**src/rtl/clkdiv_cell.sv**
```systemverilog
module clkdiv_cell #(
  parameter bit HAS_GATE = 1'b1,
  parameter bit HAS_MUX  = 1'b1,
  parameter int NALT     = 8
) (
  input  logic            clk,
  input  logic            rst,
  input  logic            cfg_we,
  input  logic [9:0]      cfg_wdata,
  output logic [9:0]      cfg_rdata,
  input  logic            ref_tick,
  input  logic [NALT-1:0] alt_tick,
  output logic            div_tick,
  output logic            sq_out,
  output logic [3:0]      ratio_out
);
  localparam int IDXW = 3;

  function automatic logic [3:0] ratio_of(input logic [9:0] c);
    if (c[6]) return 4'd3;
    if (!c[5]) return 4'd1;
    case (c[9:7])
      3'd0: return 4'd1;
      3'd1: return 4'd2;
      3'd2: return 4'd4;
      3'd3: return 4'd6;
      3'd4: return 4'd8;
      3'd5: return 4'd12;
      default: return 4'd1;
    endcase
  endfunction

  logic [9:0]      cfg_q;
  logic            act_gate, act_sw;
  logic [IDXW-1:0] act_idx;
  logic [3:0]      act_ratio, cnt;
  logic            sq_q, tick_q;

  wire want_gate = HAS_GATE ? cfg_q[0] : 1'b1;
  wire want_sw   = HAS_MUX  ? cfg_q[4] : 1'b0;
  wire alt_sel   = (32'(act_idx) < NALT) ? alt_tick[act_idx] : 1'b0;
  wire src_tick  = act_sw ? alt_sel : ref_tick;
  wire wrap      = (cnt == act_ratio - 4'd1);
  wire period_end = act_gate && src_tick && wrap;
  wire load      = !act_gate || period_end;

  always_ff @(posedge clk) begin
    if (rst) cfg_q <= '0;
    else if (cfg_we) cfg_q <= cfg_wdata;
  end

  always_ff @(posedge clk) begin
    if (rst) begin
      act_gate  <= 1'b0;
      act_sw    <= 1'b0;
      act_idx   <= '0;
      act_ratio <= 4'd1;
    end else if (load) begin
      act_gate  <= want_gate;
      act_sw    <= want_sw;
      act_idx   <= cfg_q[3:1];
      act_ratio <= ratio_of(cfg_q);
    end
  end

  always_ff @(posedge clk) begin
    if (rst || !act_gate) cnt <= '0;
    else if (src_tick) cnt <= wrap ? 4'd0 : cnt + 4'd1;
  end

  always_ff @(posedge clk) begin
    if (rst) begin
      tick_q <= 1'b0;
      sq_q   <= 1'b0;
    end else begin
      tick_q <= period_end;
      if (period_end) sq_q <= want_gate ? ~sq_q : 1'b0;
    end
  end

  assign cfg_rdata = cfg_q;
  assign div_tick  = tick_q;
  assign sq_out    = sq_q;
  assign ratio_out = act_ratio;

  p_gated_quiet_r8: assert property (@(posedge clk) disable iff (rst)
    !act_gate |=> !div_tick);
  p_ratio_legal_r4: assert property (@(posedge clk) disable iff (rst)
    ratio_out inside {4'd1, 4'd2, 4'd3, 4'd4, 4'd6, 4'd8, 4'd12});
  p_sq_moves_on_tick_r10: assert property (@(posedge clk) disable iff (rst)
    (sq_out != $past(sq_out)) |-> div_tick);
  p_hold_midperiod_r9: assert property (@(posedge clk) disable iff (rst)
    (act_gate && !(src_tick && wrap)) |=> $stable(ratio_out));
  p_div3_override_r5: assert property (@(posedge clk) disable iff (rst)
    (load && cfg_q[6]) |=> (ratio_out == 4'd3));
endmodule

```
**config.mk**
```make
export PLATFORM = sky130hd
export DESIGN_NAME = clkdiv_cell
export DESIGN_NICKNAME = d
export VERILOG_FILES = /design/src/rtl/clkdiv_cell.sv
export SDC_FILE = /design/constraint.sdc
export NUM_CORES = 1
export LEC_CHECK = 0
export BUFFER_PORTS_ARGS = -buffer_cell sky130_fd_sc_hd__buf_4
export CORE_AREA = 2 2 40 78
export DETAILED_ROUTE_END_ITERATION = 10
export DIE_AREA = 0 0 42 80
export PLACE_DENSITY_LB_ADDON = 0.15
export SLEW_MARGIN = 0
export SYNTH_ARGS = -nofsm -noshare
export SYNTH_HDL_FRONTEND = slang
export SYNTH_SLANG_ARGS = --single-unit
```
**constraint.sdc**
```tcl
create_clock -name clk -period 2.35 [get_ports clk]
set_input_delay 0.47 -clock clk [delete_from_list [all_inputs] [get_ports clk]]
set_output_delay 0.47 -clock clk [all_outputs]
set_load 0.005 [all_outputs]
```
# After elaboration in Yosys (flattened, before gate mapping)
# Cells that the tools add are included.
# word_totals
regBits,25
inputBits,22
output_inout_bits,16
wordCells,40
# op_classes
n_addsub,2
magnitude_cmp,1
n_eq_ne,6
muxes,17
bitwise,1
n_reduce_logical,5
# op_table
cell,n
4-bit 2-to-1 mux,5
4-bit case mux with 5 select lines,1
1-bit 2-to-1 mux,10
3-bit by 2-bit == test with 1-bit output (second input constant),2
3-bit == test (second input constant),2
4-bit by 1-bit adder with 4-bit output (second input constant),1
4-bit == test,1
3-bit by 4-bit < comparator with 1-bit output (second input constant),1
4-bit by 1-bit subtractor with 4-bit output (second input constant),1
1-bit binary-select mux with 3-bit select,1
3-bit by 1-bit == test with 1-bit output (second input constant),1
1-bit logical AND,2
1-bit logical OR,2
1-bit zero test,1
1-bit inverter,1

# Logic depth before layout (Yosys ltp)
# Gate-level depths: netlist of the first run.
# logic_depth
depth_word,13
mapped_depth,7
ltp_nobuf,7

# Worst setup path after synthesis of the first run
# Ideal clock, no wire load.
# synth_timing
path_type,register -> register
from,register act_ratio[0] (netlist: ratio_out[0])
to,register act_ratio[3] (netlist: ratio_out[3])
setup_ns,0.072
arrival_time_ns,1.636
t_required_ns,2.278
slack_ns,0.643
path_stages_with_launch,8
path_buffers,0
period_less_slack_ns,1.707
cell_sequence,dfxtp_1 > inv_1 > ha_1 > xnor2_1 > nor3_4 > o211a_4 > a21o_2 > mux2i_1
# synth_via
elab_chain_cells,4
# synth_rtl
element,line_no,rtl
from (decl),36,"logic [3:0] act_ratio, cnt;"
from (signal assigned),62,act_ratio <= ratio_of(cfg_q);
4-bit by 1-bit subtractor with 4-bit output,43,wire wrap = (cnt == act_ratio - 4'd1);
4-bit == test,43,
1-bit logical AND,44,wire period_end = act_gate && src_tick && wrap;
1-bit logical OR,45,wire load = !act_gate || period_end;
# Every way passes these cells.
# A chain may end at the register's enable or synchronous reset.

# Worst setup path after layout of the first run
# layout_timing
from,register act_ratio[0] (netlist: ratio_out[0])
to,register act_idx[0]
# layout_via
elab_chain_cells,4
# layout_rtl
element,line_no,rtl
4-bit by 1-bit subtractor with 4-bit output,43,
4-bit == test,43,
1-bit logical AND,44,
1-bit logical OR,45,
to (signal assigned),61,act_idx <= cfg_q[3:1];
to (decl),35,logic [IDXW-1:0] act_idx;
# Every way passes these cells.

==> results_dict.tcl, run 1 <==
set metrics [dict create \
    run_status "finished clean" \
    rsz0062_at_grt "false" \
    grt.busiest_layer "met2" \
    finalMaxSlewViolations 0 \
    grt_use_met1 0.165 \
    period_share 0.779 \
    hold_path_class "in -> reg" \
    gp_congestion 0.758 \
    crit_chain "inv_1, ha_1, xnor2_1, nor3_4, o211a_4, a21oi_4, mux2i_1" \
    grtUsageMet3 0.0204 \
    antennaDiodeCount 0 \
    worst_slew_pin_slew_ns 0.337 \
    finalSetupTns_ns 0 \
    syn-mean-instance-area_um2 9.82 \
    worstHoldEndpoint "cfg_rdata[7]$_SDFFE_PP0P_" \
    dp_cells 194 \
    grt_pass1_wl_um 4570 \
    crit_type "reg -> reg" \
    ys_seq_area_frac 0.383 \
    post-route-drc-count 0 \
    die_w_um 42 \
    cts_hold_buf 0 \
    drt-total-wl_um 2530 \
    vias 1061 \
    die_h_um 80 \
    yosysWarnings 0 \
    post_cts_buffers 0 \
    clockRootBuffer "clkbuf_8" \
    use_met2 0.347 \
    critPathLaunchType "register" \
    fmax_mhz 546 \
    clock_latency_ns 0.26 \
    post_drt_wl_per_cell_um 12.8 \
    worst_slack_ns 0.520 \
    dieArea_um2 3360 \
    cts_tree "built" \
    clk_pin_slew_ns 0.08 \
    critPathArrivalTime_ns 2.02 \
    reg2reg_depth 7 \
    synth_nets 157 \
    power_leakage_uw 0.000695 \
    fin_crit_ns 1.83 \
    layout.cells.non_filler 198 \
    cts_max_path_buffers 2 \
    ios 38 \
    max_slew_margin 0.775 \
    r2r_start "ratio_out[0]$_SDFFE_PP1P_" \
    grt_usage 0.173 \
    finalSetupViolCount 0 \
    cts_made_buffers 3 \
    dp_hpwl_um 2070 \
    ir_worst_vdd_mv 0.354 \
    critPathCaptureType "register" \
    grt_pass1_vias 1100 \
    dp_slack_ns 0.503 \
    reg2reg_to "act_idx[0]$_SDFFE_PP0P_" \
    cp.required_ns 2.54 \
    n_fill_cell 254 \
    area_delta_synth_final_pct 25.5 \
    synth-seq-cells 25 \
    numPortBuffers 37 \
    drtPass1Iterations 3 \
    drive_above_1_share 0.302 \
    synthTopCellsByArea "dfxtp_1 38%, mux2i_1 18%, nand2b_1 5.3%" \
    ys_types 35 \
    skew_ns 0.00189 \
    core_area_um2 2740 \
    hold_depth 3 \
    grt_max_degree 29 \
    start_util 0.477 \
    nets 194 \
    hp-start "cfg_wdata[7]" \
    post_cts_resized 0 \
    synth.top_cell.area_share 0.383 \
    syn_area_um2 1310 \
    netlist_instances 133 \
    hold_viol 0 \
    grt_overflow 0 \
    via_per_inst 5.36 \
    cp_slowest_stage_delay_ns 0.41 \
    cts_sinks 25 \
    synth_area_leader_cell "dfxtp_1" \
    cp_max_fo 6 \
    ant_nets 0 \
    final_util 0.599 \
    drtIter0Drc 8 \
    crit_slowest_cell "dfxtp_1" \
    p_per_area_nw_per_um2 521 \
    r2r_slack_ns 0.52 \
    cap_violations 0 \
    rows 27 \
    cts-htree-levels 1 \
    antenna_found_initial 0 \
]
==> cell families (layout without fill, tap and decap cells) <==
group,after synthesis,in the layout,share of synthesized area
fa+ha+maj,2,2,0.0192
mux,23,23,0.176
simple gates,47,47,0.197
compound gates,19,19,0.138
buf+inv,12,48,0.0402
flops,25,25,0.383
xor+xnor,5,5,0.0460
==> placed cells by master, fill, tap and decap left out, types with 2 or more instances in the layout <==
cell,n
a21oi_1,5
buf_4,37
clkbuf_8,3
dfxtp_1,25
ha_1,2
inv_1,7
mux2i_1,23
nand2_1,6
nand2b_1,11
nand3_1,4
nand3b_1,3
nor2_1,13
nor2b_1,2
o22ai_1,2
or3_1,3
xnor2_1,3
==> synthesized netlist by cell type <==
master,instances
a211oi_1,1
a211oi_2,1
a21o_1,1
a21o_2,1
a21oi_1,5
a21oi_4,1
a22oi_2,1
a31o_4,1
a31oi_1,1
a41oi_2,1
and3_2,1
buf_6,1
clkbuf_1,4
dfxtp_1,25
ha_1,2
inv_1,7
mux2i_1,23
nand2_1,6
nand2b_1,11
nand3_1,4
nand3b_1,3
nor2_1,13
nor2b_1,2
nor3_1,1
nor3_4,1
nor3b_1,1
o211a_4,1
o22ai_1,2
o31ai_1,1
o31ai_2,1
or2b_1,1
or3_1,3
xnor2_1,3
xor2_1,1
xor3_2,1
==> metrics by stage <==
step                      hold slack (ns)  instance area [µm²]  total power [µW]
after CTS                           0.427                 1640               869
final                               0.434                 1640               854
after global placement              0.477                 1590               613
after detailed placement            0.482                 1590               619
after global routing                0.451                 1640               898
after floorplan                     0.467                 1310               559
==> how the worst max path moves through the flow <==
stage | depth (start not counted) | to | slack, ns | startpoint
2_1_floorplan | 7 | ratio_out[3]$_SDFFE_PP0P_ | 0.64 | ratio_out[0]$_SDFFE_PP1P_
3_3_place_gp | 7 | ratio_out[2]$_SDFFE_PP0P_ | 0.58 | ratio_out[0]$_SDFFE_PP1P_
3_5_place_dp | 7 | act_idx[0]$_SDFFE_PP0P_ | 0.50 | ratio_out[0]$_SDFFE_PP1P_
4_1_cts | 7 | act_idx[0]$_SDFFE_PP0P_ | 0.48 | ratio_out[0]$_SDFFE_PP1P_
5_1_grt | 7 | act_idx[0]$_SDFFE_PP0P_ | 0.37 | ratio_out[0]$_SDFFE_PP1P_
6_report | 7 | act_idx[0]$_SDFFE_PP0P_ | 0.52 | ratio_out[0]$_SDFFE_PP1P_
==> routing by layer <==
layer  vias to the layer above  part of all wire
met1                       504              0.34
met4                         0             0.019
li1                        532                 -
met3                         5             0.028
met2                        20              0.61
met5                         -                 0
==> cell type report <==
| cell class | instances | area (µm²) | share of cell area |
|---|---|---|---|
| flip-flops and latches | 25 | 500 | 0.305 |
| inverters | 7 | 26.3 | 0.0160 |
| repair buffers | 37 | 278 | 0.169 |
| well taps | 29 | 36.3 | 0.0221 |
| clock buffers | 4 | 45.0 | 0.0275 |
| multi-input cells | 96 | 753 | 0.460 |
==> state kept, by name, summed over array words and instances (netlist names) <==
signal / count
sq_out: 1
act_sw: 1
ratio_out: 4
cfg_rdata: 10
cnt: 4
div_tick: 1
act_idx: 3
act_gate: 1
==> power breakdown <==
group          leakage, µW  internal [µW]  switching, µW
sequential        0.000204            440           18.4
combinational     0.000468           84.0           64.0
clock            0.0000228            121            126
total             0.000695            646            208
==> worst max-delay path: cells and delay by family, from the launching register on <==
family	cells	cell delay (ns)
AOI/OAI and AO/OA	2	0.44
muxes	1	0.24
xor gates and xnor gates	1	0.23
buffers and inverters	1	0.06
DFF	1	0.41
adders and majority gates	1	0.30
and+or+nand+nor	1	0.09
(Power assumes the default switching activity.)
==> inputs of run 2 (changes only) <==
Clock period 2.35 ns to 1.9 ns, I/O delays scaled along.
==> results_dict.tcl, run 2 (synthesized netlist as in run 1, its figures left out) <==
set metrics [dict create \
    vias 1059 \
    antenna_found_initial 0 \
    power_leakage_uw 0.000702 \
    die_w_um 42 \
    drtIter0Drc 16 \
    grt_pass1_vias 1086 \
    ant_nets 0 \
    crit_type "reg -> reg" \
    rows 27 \
    critPathArrivalTime_ns 1.98 \
    fmax_mhz 563 \
    numPortBuffers 37 \
    layout.cells.non_filler 199 \
    gp_congestion 0.751 \
    cts-htree-levels 1 \
    final_cell_mix "38 x buf_4, 25 x dfxtp_1, 23 x mux2i_1, 13 x nor2_1, 11 x nand2b_1" \
    postPlaceCellArea_um2 1600 \
    cp.required_ns 2.10 \
    rsz0062_at_grt "false" \
    cp_slowest_stage_delay_ns 0.39 \
    drtPass1Iterations 4 \
    crit_slowest_cell "dfxtp_1" \
    dp_cells 195 \
    antennaDiodeCount 0 \
    drt-total-wl_um 2740 \
    cts_hold_buf 0 \
    run_status "finished clean" \
    critPathLaunchType "register" \
    post_drt_wl_per_cell_um 13.8 \
    ff_latch_area_um2 500 \
    core_area_um2 2740 \
    finalSetupTns_ns 0 \
    ir_worst_vdd_mv 0.468 \
    crit_chain "inv_1, ha_1, xnor2_1, nor3_4, o211a_4, a21oi_4, mux2i_1" \
    hold_viol 0 \
    fin_crit_ns 1.78 \
    multi_input_area_um2 753 \
    grt_usage 0.177 \
    final_area_um2 1650 \
    cap_violations 0 \
    critPathCaptureType "register" \
    ios 38 \
    cts_max_path_buffers 2 \
    via_per_inst 5.32 \
    area_delta_synth_final_pct 26.1 \
    nets 195 \
    dp_hpwl_um 2150 \
    r2r_start "ratio_out[1]$_SDFFE_PP0P_" \
    cts_made_buffers 3 \
    clock_latency_ns 0.27 \
    die_h_um 80 \
    start_util 0.477 \
    cp_max_fo 6 \
    largest_reg_flops 10 \
    worst_slew_pin_slew_ns 0.381 \
    hold_path_class "in -> reg" \
    grt_max_degree 29 \
    grt_overflow 0 \
    cts_tree "built" \
    skew_ns 0.00414 \
    final_common_cell "buf_4" \
    grt_pass1_wl_um 4610 \
    post_cts_resized 0 \
    dieArea_um2 3360 \
    period_share 0.934 \
    post-route-drc-count 0 \
    cts_sinks 25 \
    finalSetupViolCount 0 \
    max_slew_margin 0.745 \
    power.total_uw 1070 \
    hp-start "cfg_wdata[2]" \
    cp_top_family "compound AO/OA/AOI/OAI gates" \
    clk_pin_slew_ns 0.09 \
    p_per_area_nw_per_um2 650 \
    post_cts_buffers 0 \
    n_fill_cell 252 \
    drive_above_1_share 0.312 \
    path_buf_inv 1 \
    finalMaxSlewViolations 0 \
    clockRootBuffer "clkbuf_8" \
    critPathLaunch "ratio_out[1]$_SDFFE_PP0P_" \
]
-- run 2: stage by stage --
step,utilization,worst slack (ns),hold WS (ns)
2_1_floorplan,-,0.193,0.467
3_3_place_gp,0.585,0.203,0.477
3_5_place_dp,0.585,0.108,0.478
4_1_cts,0.602,0.0953,0.339
5_1_grt,0.602,0.0304,0.345
6_report,0.602,0.125,0.344
-- run 2: worst paths after layout --
kind	to	slack, ns	cells past startpoint
worst min-delay path	cfg_rdata[2]$_SDFFE_PP0P_	0.34	3
worst min register to register	act_sw$_SDFFE_PP0P_	0.50	2
worst max register to register	act_idx[0]$_SDFFE_PP0P_	0.12	7
worst max-delay path	act_idx[0]$_SDFFE_PP0P_	0.12	7
-- run 2: worst register-to-register path, cell delays in order (launching register included) --
cell and delay [ns]:
dfxtp_1 0.39, inv_1 0.06, ha_1 0.28, xnor2_1 0.23, nor3_4 0.09, o211a_4 0.17, a21oi_4 0.26, mux2i_1 0.23
-- run 2: per-layer routing --
| metal | global-route usage | up-vias | share of wire |
|---|---|---|---|
| met5 | 0 | - | 0 |
| met3 | 0.0226 | 7 | 0.025 |
| met4 | 0.100 | 0 | 0.025 |
| met2 | 0.345 | 22 | 0.59 |
| li1 | - | 532 | - |
| met1 | 0.169 | 498 | 0.36 |
-- run 2: power breakdown --
part,internal [µW],switching (µW),total [µW]
clock network,147,171,318
logic,105,80.4,185
registers,545,22.9,568
-- run 2: cell type report --
cell class / instances / area share
clock inverters: 1 / 0.00304
multi-input cells: 96 / 0.457
clock buffers: 3 / 0.0251
flip-flops and latches: 25 / 0.304
repair buffers: 38 / 0.173
inverters: 7 / 0.0159
well taps: 29 / 0.0220
==> inputs of run 3 (changes only) <==
Settings changed: CORE_AREA 2 2 40 78 to 2 2 61 51, DIE_AREA 0 0 42 80 to 0 0 63 53, MAX_ROUTING_LAYER from default to met4.
==> results_dict.tcl, run 3 (synthesized netlist as in run 1, its figures left out) <==
set metrics [dict create \
    grt_pass1_wl_um 4800 \
    drt-total-wl_um 2690 \
    postPlaceCellArea_um2 1610 \
    gp_congestion 0.881 \
    core_area_um2 2700 \
    hold_viol 0 \
    worst_slack_ns 0.115 \
    finalSetupTns_ns 0 \
    fmax_mhz 560 \
    rsz0062_at_grt "false" \
    max_slew_margin 0.764 \
    clockRootBuffer "clkbuf_4" \
    numPortBuffers 37 \
    area_delta_synth_final_pct 26.2 \
    p_per_area_nw_per_um2 600 \
    ios 38 \
    grt_max_degree 29 \
    grt_usage 0.190 \
    ant_nets 0 \
    final_cell_mix "38 x buf_4, 24 x dfxtp_1, 23 x mux2i_1, 13 x nor2_1, 11 x nand2b_1" \
    hold_path_class "in -> reg" \
    final_common_cell "buf_4" \
    rows 17 \
    crit_type "reg -> reg" \
    cp.required_ns 2.15 \
    antennaDiodeCount 0 \
    dp_slack_ns 0.0945 \
    drtIter0Drc 35 \
    final_area_um2 1650 \
    die_h_um 53 \
    cts-htree-levels 1 \
    cts_sinks 25 \
    ir_worst_vdd_mv 0.425 \
    clk_pin_slew_ns 0.13 \
    worst_slew_pin_slew_ns 0.353 \
    r2r_slack_ns 0.11 \
    via_per_inst 5.10 \
    largest_reg_flops 10 \
    post_drt_wl_per_cell_um 12.9 \
    cts_max_path_buffers 2 \
    skew_ns 0.00313 \
    critPathCaptureType "register" \
    cts_tree "built" \
    critPathArrivalTime_ns 2.03 \
    power_leakage_uw 0.000703 \
    critPathLaunchType "register" \
    cts_hold_buf 0 \
    cts_made_buffers 3 \
    drive_above_1_share 0.324 \
    timing.hold.ws_ns 0.295 \
    finalSetupViolCount 0 \
    die_w_um 63 \
    vias 1061 \
    period_share 0.939 \
    dieArea_um2 3340 \
    grt_pass1_vias 1087 \
    start_util 0.484 \
    nets 195 \
    cp_max_fo 5 \
    antenna_found_initial 0 \
    fin_crit_ns 1.79 \
    run_status "finished clean" \
    finalMaxSlewViolations 0 \
    clock_latency_ns 0.31 \
    cap_violations 0 \
    grt_overflow 0 \
    drtPass1Iterations 4 \
    dp_hpwl_um 2080 \
    post-route-drc-count 0 \
]
## run 3: changes by cell type in the layout (fill, tap and decap cells not counted)
cell      before  now
clkbuf_4       0    3
xnor2_2        0    1
dfxtp_2        0    1
dfxtp_1       25   24
clkbuf_8       3    0
xnor2_1        3    2
## run 3: final cells by class
type	count	area (µm²)
inverters	7	26.3
repair buffers	38	285
clock inverters	1	5.00
fillers	266	1050
well taps	38	47.5
multi-input cells	96	761
clock buffers	3	22.5
flip-flops and latches	25	502
## run 3: report_power, final
part / switching [µW] / total (µW) / internal (µW)
Sequential: 22.8 / 569 / 546
Clock: 153 / 231 / 78.7
Combinational: 83.3 / 189 / 106
## run 3: timing repair
action,CTS,global route
endpoints found under the setup margin,0,7
resized for setup,0,2
setup buffers,0,0
## run 3: through the flow
stage	power (µW)	cells	util
6_report	990	208	0.610
3_3_place_gp	760	204	0.597
2_1_floorplan	692	133	-
4_1_cts	1010	208	0.607
3_5_place_dp	768	204	0.597
5_1_grt	1040	208	0.610
## run 3: layer usage
layer / vias up / track usage / share of wire
met2: 28 / 0.342 / 0.48
met5: - / - / 0
met4: 0 / 0.0333 / 0.0045
li1: 536 / - / -
met3: 2 / 0.0532 / 0.054
met1: 495 / 0.217 / 0.46
## run 3: path summary, 6_finish.rpt
check | start | endpoint | depth (start not counted)
setup / recovery | ratio_out[1]$_SDFFE_PP0P_ | ratio_out[3]$_SDFFE_PP0P_ | 7
hold / removal | cfg_wdata[4] | cfg_rdata[4]$_SDFFE_PP0P_ | 3
setup reg to reg | ratio_out[1]$_SDFFE_PP0P_ | ratio_out[3]$_SDFFE_PP0P_ | 7
hold reg to reg | sq_out$_SDFFE_PP0P_ | sq_out$_SDFFE_PP0P_ | 2
## run 3: worst max-delay path: stages, from the launching register on
cell and delay, ns:
dfxtp_2 0.38, inv_1 0.05, ha_1 0.31, xnor2_2 0.16
nor3_4 0.24, o211a_4 0.24, a21o_2 0.17, mux2i_1 0.18
